**src/rtl/wmreg_pkg.sv**
```systemverilog
package wmreg_pkg;
  localparam int REG_W       = 32;
  localparam int HALF_W      = REG_W / 2;
  localparam int N_CTRL      = 7;
  localparam int ADDR_W      = 8;
  localparam int SYNC_STAGES = 2;
  localparam int N_STS       = 2;
  // location of the PHY enables inside the control bank
  localparam int PWR_REG     = 6;
  localparam int PWR_BIT     = 0;
  localparam int DLL_EN_BIT  = 1;
  // status word layout
  localparam int STS_CAL_BIT = 6;
  localparam int STS_DLL_BIT = 5;
  // index of each input within the synchronized status vector
  localparam int SYNC_CAL    = 0;
  localparam int SYNC_DLL    = 1;
endpackage

```
**src/rtl/wmreg_cell.sv**
```systemverilog
module wmreg_cell #(
  parameter int W = 16
) (
  input  logic         clk,
  input  logic         rst,
  input  logic         wr_en,
  input  logic [W-1:0] wr_val,
  input  logic [W-1:0] wr_mask,
  output logic [W-1:0] q
);
  always_ff @(posedge clk) begin
    if (rst)        q <= '0;
    else if (wr_en) q <= (q & ~wr_mask) | (wr_val & wr_mask);
  end
endmodule

```
**src/rtl/wmreg_sync.sv**
```systemverilog
module wmreg_sync #(
  parameter int W      = 2,
  parameter int STAGES = 2
) (
  input  logic         clk,
  input  logic         rst,
  input  logic [W-1:0] d,
  output logic [W-1:0] q
);
  logic [W-1:0] stg [STAGES];

  genvar s;
  generate
    for (s = 0; s < STAGES; s++) begin : g_stage
      if (s == 0) begin : g_first
        always_ff @(posedge clk) begin
          if (rst) stg[s] <= '0;
          else     stg[s] <= d;
        end
      end else begin : g_next
        always_ff @(posedge clk) begin
          if (rst) stg[s] <= '0;
          else     stg[s] <= stg[s-1];
        end
      end
    end
  endgenerate

  assign q = stg[STAGES-1];
endmodule

```
**src/rtl/wmreg_decode.sv**
```systemverilog
module wmreg_decode #(
  parameter int            AW      = 8,
  parameter int            NREG    = 7,
  parameter logic [AW-1:0] STS_OFS = 8'h20
) (
  input  logic [AW-1:0]   addr,
  output logic [NREG-1:0] ctrl_sel,
  output logic            sts_hit
);
  localparam int WORD_W = AW - 2;

  logic [WORD_W-1:0] word;
  logic              aligned;

  assign word    = addr[AW-1:2];
  assign aligned = (addr[1:0] == 2'b00);
  assign sts_hit = (addr == STS_OFS);

  genvar i;
  generate
    for (i = 0; i < NREG; i++) begin : g_sel
      assign ctrl_sel[i] = aligned && (word == WORD_W'(i));
    end
  endgenerate
endmodule

```
**src/rtl/wmreg_bank.sv**
```systemverilog
module wmreg_bank
  import wmreg_pkg::*;
#(
  parameter int            NREG    = N_CTRL,
  parameter int            AW      = ADDR_W,
  parameter int            STAGES  = SYNC_STAGES,
  parameter logic [AW-1:0] STS_OFS = 8'h20
) (
  input  logic                   clk,
  input  logic                   rst,
  input  logic                   bus_we,
  input  logic                   bus_re,
  input  logic [AW-1:0]          bus_addr,
  input  logic [REG_W-1:0]       bus_wdata,
  output logic [REG_W-1:0]       bus_rdata,
  input  logic                   phy_cal_done,
  input  logic                   phy_dll_ready,
  output logic                   phy_pwr_en,
  output logic                   phy_dll_en,
  output logic [NREG*HALF_W-1:0] ctrl_q
);
  logic [NREG-1:0]  ctrl_sel;
  logic             sts_hit;
  logic [N_STS-1:0] sts_raw;
  logic [N_STS-1:0] sts_s;
  logic [REG_W-1:0] rd_nxt;

  wmreg_decode #(.AW(AW), .NREG(NREG), .STS_OFS(STS_OFS)) u_dec (
    .addr     (bus_addr),
    .ctrl_sel (ctrl_sel),
    .sts_hit  (sts_hit)
  );

  genvar g;
  generate
    for (g = 0; g < NREG; g++) begin : g_reg
      wmreg_cell #(.W(HALF_W)) u_cell (
        .clk     (clk),
        .rst     (rst),
        .wr_en   (bus_we && ctrl_sel[g]),
        .wr_val  (bus_wdata[HALF_W-1:0]),
        .wr_mask (bus_wdata[REG_W-1:HALF_W]),
        .q       (ctrl_q[g*HALF_W +: HALF_W])
      );
    end
  endgenerate

  assign sts_raw[SYNC_CAL] = phy_cal_done;
  assign sts_raw[SYNC_DLL] = phy_dll_ready;

  wmreg_sync #(.W(N_STS), .STAGES(STAGES)) u_sync (
    .clk (clk),
    .rst (rst),
    .d   (sts_raw),
    .q   (sts_s)
  );

  always_comb begin
    rd_nxt = '0;
    for (int i = 0; i < NREG; i++) begin
      if (ctrl_sel[i]) rd_nxt[HALF_W-1:0] = ctrl_q[i*HALF_W +: HALF_W];
    end
    if (sts_hit) begin
      rd_nxt[STS_CAL_BIT] = sts_s[SYNC_CAL];
      rd_nxt[STS_DLL_BIT] = sts_s[SYNC_DLL];
    end
  end

  always_ff @(posedge clk) begin
    if (rst)         bus_rdata <= '0;
    else if (bus_re) bus_rdata <= rd_nxt;
  end

  assign phy_pwr_en = ctrl_q[PWR_REG*HALF_W + PWR_BIT];
  assign phy_dll_en = ctrl_q[PWR_REG*HALF_W + DLL_EN_BIT];
endmodule

```
**config.mk**
```make
export PLATFORM = sky130hd
export DESIGN_NAME = wmreg_bank
export DESIGN_NICKNAME = d
export VERILOG_FILES = /design/src/rtl/wmreg_pkg.sv /design/src/rtl/wmreg_cell.sv /design/src/rtl/wmreg_sync.sv /design/src/rtl/wmreg_decode.sv /design/src/rtl/wmreg_bank.sv
export SDC_FILE = /design/constraint.sdc
export NUM_CORES = 1
export LEC_CHECK = 0
export BUFFER_PORTS_ARGS = -buffer_cell sky130_fd_sc_hd__buf_2
export CELL_PAD_IN_SITES_DETAIL_PLACEMENT = 0
export CELL_PAD_IN_SITES_GLOBAL_PLACEMENT = 1
export CORE_ASPECT_RATIO = 1.25
export CORE_MARGIN = 2
export CORE_UTILIZATION = 42
export CTS_CLUSTER_DIAMETER = 150
export DETAILED_ROUTE_END_ITERATION = 10
export PLACE_DENSITY_LB_ADDON = 0.15
export REMOVE_ABC_BUFFERS = 1
export SYNTH_ARGS = -nofsm -noshare
export SYNTH_HDL_FRONTEND = slang
export SYNTH_SLANG_ARGS = --single-unit
```
**constraint.sdc**
```tcl
create_clock -name clk -period 3.1 [get_ports clk]
set_input_delay 0.465 -clock clk [delete_from_list [all_inputs] [get_ports clk]]
set_output_delay 0.465 -clock clk [all_outputs]
set_load 0.005 [all_outputs]
```
Word level (Yosys, flattened, before mapping)
Memories as Yosys holds them, arrays and structs flattened.
Cells that the tools add are included.
Storage, ports and cells
  input bits: 46
  memory bits (writable): 4
  register bits after elaboration: 128
  memories: 1
Memories
  u_sync.stg: words 2, bits a word 2, read ports 2, clocked after memory_dff 0, wr ports 2, RTL line wmreg_sync.sv:10  | logic [W-1:0] stg [STAGES];
Cells by class
  equality and inequality tests: 7
  multiplexer cells: 13
  reduce and logical (&&, ||, !) cells: 16
  bitwise operators: 18
Operators by type and width (number)
  $and 16x16->16: 8
  $mux 16: 7
  $or 16x16->16: 7
  $eq 6x3->1 const B: 3
  $not 16->16: 1
  $logic_and 1x1->1: 14
  $eq 6x2->1 const B: 2
  $eq 8x6->1 const B: 1
  $eq 6x1->1 const B: 1
  $logic_not 6->1: 1
  $mux 2: 3
  $mux 1: 3
  $logic_not 2->1: 1
  $or 1x1->1: 2

Logic depth before layout (Yosys ltp)
  depth after elaboration: 10
  depth in mapped cells: 6
  depth with buffers taken out: 4

Cells and area by module
From an unflattened synthesis, not the netlist that was laid out.
Unflattened totals
  cells, all modules: 727
  area, all modules: 7021.7 µm²
Modules (own cells, without submodules)
  wmreg_cell: area an instance 710.7 µm², times used 7, seq. area each 320.3 µm², cells each 69
  wmreg_bank: area an instance 1833.0 µm², times used 1, seq. area each 320.3 µm², cells each 220
  wmreg_decode: area an instance 108.9 µm², times used 1, seq. area each 0.0 µm², cells each 16
  wmreg_sync: area an instance 105.1 µm², times used 1, seq. area each 80.1 µm², cells each 8

Worst setup path before layout
Ideal clock, no wire load.
  kind: in2reg
  start: input bus_addr[1]
  end: register bus_rdata[10]
  arrival time: 1878 ps
  path slack: 1151 ps
  path buffers: 2
  cell stages on the path: 6
  path through: or4_1 > buf_2 > or3_4 > clkbuf_2 > o311ai_0 > o2bb2ai_1
Between the ends
  longest elaborated chain between the ends: 9
RTL lines
  start: declaration: RTL line wmreg_bank.sv:13  | input logic [AW-1:0] bus_addr,
  $logic_not 2->1 *: RTL line wmreg_decode.sv:16  | assign aligned = (addr[1:0] == 2'b00);
  $logic_and 1x1->1: RTL line wmreg_decode.sv:22  | assign ctrl_sel[i] = aligned && (word == WORD_W'(i));
  $mux 16 (6 in a row): RTL line wmreg_bank.sv:61  | if (ctrl_sel[i]) rd_nxt[HALF_W-1:0] = ctrl_q[i*HALF_W +: HALF_W];
  $mux 16 *: RTL line wmreg_bank.sv:61
  end signal: assignment: RTL line wmreg_bank.sv:71  | else if (bus_re) bus_rdata <= rd_nxt;
  end: declaration: RTL line wmreg_bank.sv:15  | output logic [REG_W-1:0] bus_rdata,
Mark *: on every way between the ends. The rest lies on a longest branch, timed or not.
A chain may end at the register's enable or synchronous reset.

Worst setup path after layout
  start: input bus_addr[3]
  end: register bus_rdata[0]
Between the ends
  longest elaborated chain between the ends: 9
RTL lines (RTL line)
  $logic_not 6->1: wmreg_decode.sv:22
  $logic_and 1x1->1: wmreg_decode.sv:22
  $mux 16 (6 in a row): wmreg_bank.sv:61
  $mux 16 *: wmreg_bank.sv:61
Marked as above.

==> impl_results.md <==
- Most frequent standard cell in the layout excluding fill and tap cells: buf_2
- Antenna cell count: 0
- First-pass DRT Iterations: 5
- Most frequent cells in the layout: buf_2, dfxtp_1, nand2b_1, nand2_1, mux2i_1
- Number of buffers inserted by post-CTS setup repair: 0
- Most crowded layer after global routing: met2
- Vias: 6,617
- Remaining max-slew budget at the tightest pin: 41.35%
- Post-cts sizing count: 0
- Post-synthesis cell type count: 50
- Mapped cell area: 7029 sq um
- Final Max Tran Viols: 0
- Number of global-route vias before repair: 6,471
- Overall power of the completed layout: 4.074 mW
- Most instantiated flip-flop cell in the synthesis netlist: dfxtp_1
- Layout area overhead: 22.82%
- Total area of multi-input combinational cells: 3936 sq um
- Reported leakage power: 4.154 nW
- Sequential-to-total area share from yosys stat: 37.59%
- Hold Vio Cnt, Final: 0
- Worst Hold Endpoint: u_sync.stg[0][0]$_SDFF_PP0_
- Hold path startpoint: phy_cal_done
- Max Fanout on Critical Path: 19
- Clock Root Buffer: clkbuf_16
- Num CTS Buffers: 17
- Total of hold buffers inserted after clock tree synthesis: 0
- Worst hold stages: 2
- Number of max-cap violations: 0
- Logic depth of the worst register-to-register path: 4
- Fin Hold WS: 0.2537 ns
- Area of the core region: 16,270 sq um
- Highest clock frequency the design can meet: 476.3 MHz
- Routed wirelength normalized by instance count: 20.24 um
- Setup repair after global routing missed its margin: no
- GRT overflow: 0
- Worst-Margin Slew: 0.8758 ns
- Hold WC Path Type: input port to register
- Type of destination of the critical path: register
- Number of warnings issued by yosys: 0
- Number of fill cells in the layout: 1,572
- IO Port Bufs: 175
- Cell row count: 52
- Total negative slack: 0 ns
- Average vias per placed instance: 5.565
- Reg-to-reg endpoint: bus_rdata[0]$_SDFFE_PP0P_
- Post-route DRC violation count: 0
- Routability Congestion: 0.8246
- Met3 capacity usage during global routing: 6.288%
- Die Footprint: 17,790 sq um
- Final period utilization: 67.73%
- Met1 usage: 34.88%
- Detail Route Antenna Nets: 0
- Sequential Area: 2643 sq um
- Number of enable-type register cells in the synthesized netlist: 0
- Buffer levels on the longest clock path: 2
- Final number of setup-violating endpoints: 0
- H-tree depth: 4
- DRC violation total after the first TritonRoute iteration: 523
- Share of async-settable or async-resettable flops after synthesis: 0%
- Clock latency on the worst-skew pair: 0.42 ns
- Wire length of the first global-routing pass: 36.83 mm
- CP required: 3.41 ns
- Synthesized flop and latch total: 132
- Gate count of the mapped netlist: 816
- Status: complete, no violations
- M2 GR Usage: 44.77%
- Maximum resistive drop on vdd: 0.2456 mV
- X dimension of the die: 119.7 um
- Routed wire length: 24.06 mm
- Startpoint type of the worst setup path: input port
- Die outline height: 148.6 um
- Sink count of the clock tree: 132
- Overall fraction of global-route tracks in use: 27.03%
- Share of post-route cells with drive strength above 1: 25.18%
- Pwr Density: 471.9 nW/um^2
- Total number of nets in the final design: 1,007
- Synthesized area per cell: 8.614 sq um
- Clock tree from TritonCTS: built
- Utilization after layout: 53.08%
- Setup slack, reg-to-reg: 1.77 ns
- Initial antenna violation count: 0
- Clock-pin slew of the registers on the worst-case setup and hold paths: 0.06 ns
- Number of placed I/O pins: 192
- Effective utilization at floorplan: 43.22%
- Critical Path AT: 2.41 ns
- Clk_skew: 0.004638 ns
- Largest net degree at the start of global routing: 61
- Post-detail-place hpwl: 16.46 mm
- Min Clock Period, post-route: 2.100 ns
- Type of the worst setup path: input port to register
-- through the flow --
step	setup WS, ns	area (sq um)	cells
floorplan	0.5286	6628	741
global placement	0.6335	8023	1158
detailed placement	0.5828	8023	1158
CTS	1.029	8633	1189
global route	0.9075	8633	1189
finish	1.000	8633	1189
-- kinds of logic (layout without fill, tap and decap cells) --
logic type,Yosys count,after routing,synth area share [%]
AOI/OAI and AO/OA,157,157,15.22
and+or+nand+nor,320,320,25.53
muxes,96,96,14.03
buffers and inverters,110,252,7.583
other,1,16,0.05335
DFF,132,132,37.59
-- cell usage after synthesis (all sizes together) (2+ instances only) --
master	n	area [sq um]
a21boi	2	15.01
a22o	14	122.6
a2bb2oi	13	113.9
mux2i	94	940.9
dfxtp	132	2643
or4	2	18.77
a31oi	16	100.1
or2	2	12.51
o2bb2ai	15	131.4
or3	2	17.52
mux4	2	45.04
nand2b	113	706.9
o22ai	15	93.84
nand4	14	87.58
nor2	19	73.82
o21ai	18	90.09
buf	39	265.3
a211o	2	17.52
clkbuf	51	192.7
nand3	17	85.08
a311oi	2	17.52
nor2b	37	231.5
a21oi	42	210.2
nor4b	2	32.53
o311ai	15	131.4
nor4	6	103.9
inv	20	75.07
nand2	99	371.6
-- critical path, stage by stage --
cell and delay (ns):
buf_2 0.29, buf_4 0.32, or3b_2 0.70, a21oi_1 0.21, o311ai_0 0.22, o2bb2ai_1 0.19
-- power breakdown --
part	switching (mW)	internal (mW)	total [mW]
sequential	0.00267	1.70	1.71
clock	0.720	1.35	2.07
combinational	0.197	0.0990	0.296
-- cell type report --
type	instances	area share, %
inverters	20	0.8696
well taps	216	3.130
repair buffers	201	12.72
clock inverters	2	0.6957
flip-flops and latches	132	30.61
clock buffers	29	6.377
multi-input cells	589	45.59
-- worst max path at each step --
stage | from | to | slack, ns | cells after the start
2_1_floorplan | bus_addr[2] | register | 0.53 | 4
3_3_place_gp | bus_addr[1] | bus_rdata[15]$_SDFFE_PP0P_ | 0.63 | 6
3_5_place_dp | bus_addr[1] | bus_rdata[12]$_SDFFE_PP0P_ | 0.58 | 6
4_1_cts | bus_addr[1] | bus_rdata[12]$_SDFFE_PP0P_ | 1.03 | 6
5_1_grt | bus_addr[1] | bus_rdata[5]$_SDFFE_PP0P_ | 0.91 | 5
6_report | bus_addr[3] | bus_rdata[0]$_SDFFE_PP0P_ | 1.00 | 6
-- metal layers --
layer | vias to the layer above | part of all wire, %
li1 | 3095 | -
met1 | 3200 | 43
met2 | 295 | 48
met3 | 27 | 7.0
met4 | 0 | 1.7
met5 | - | 0
(Power assumes the default switching activity.)
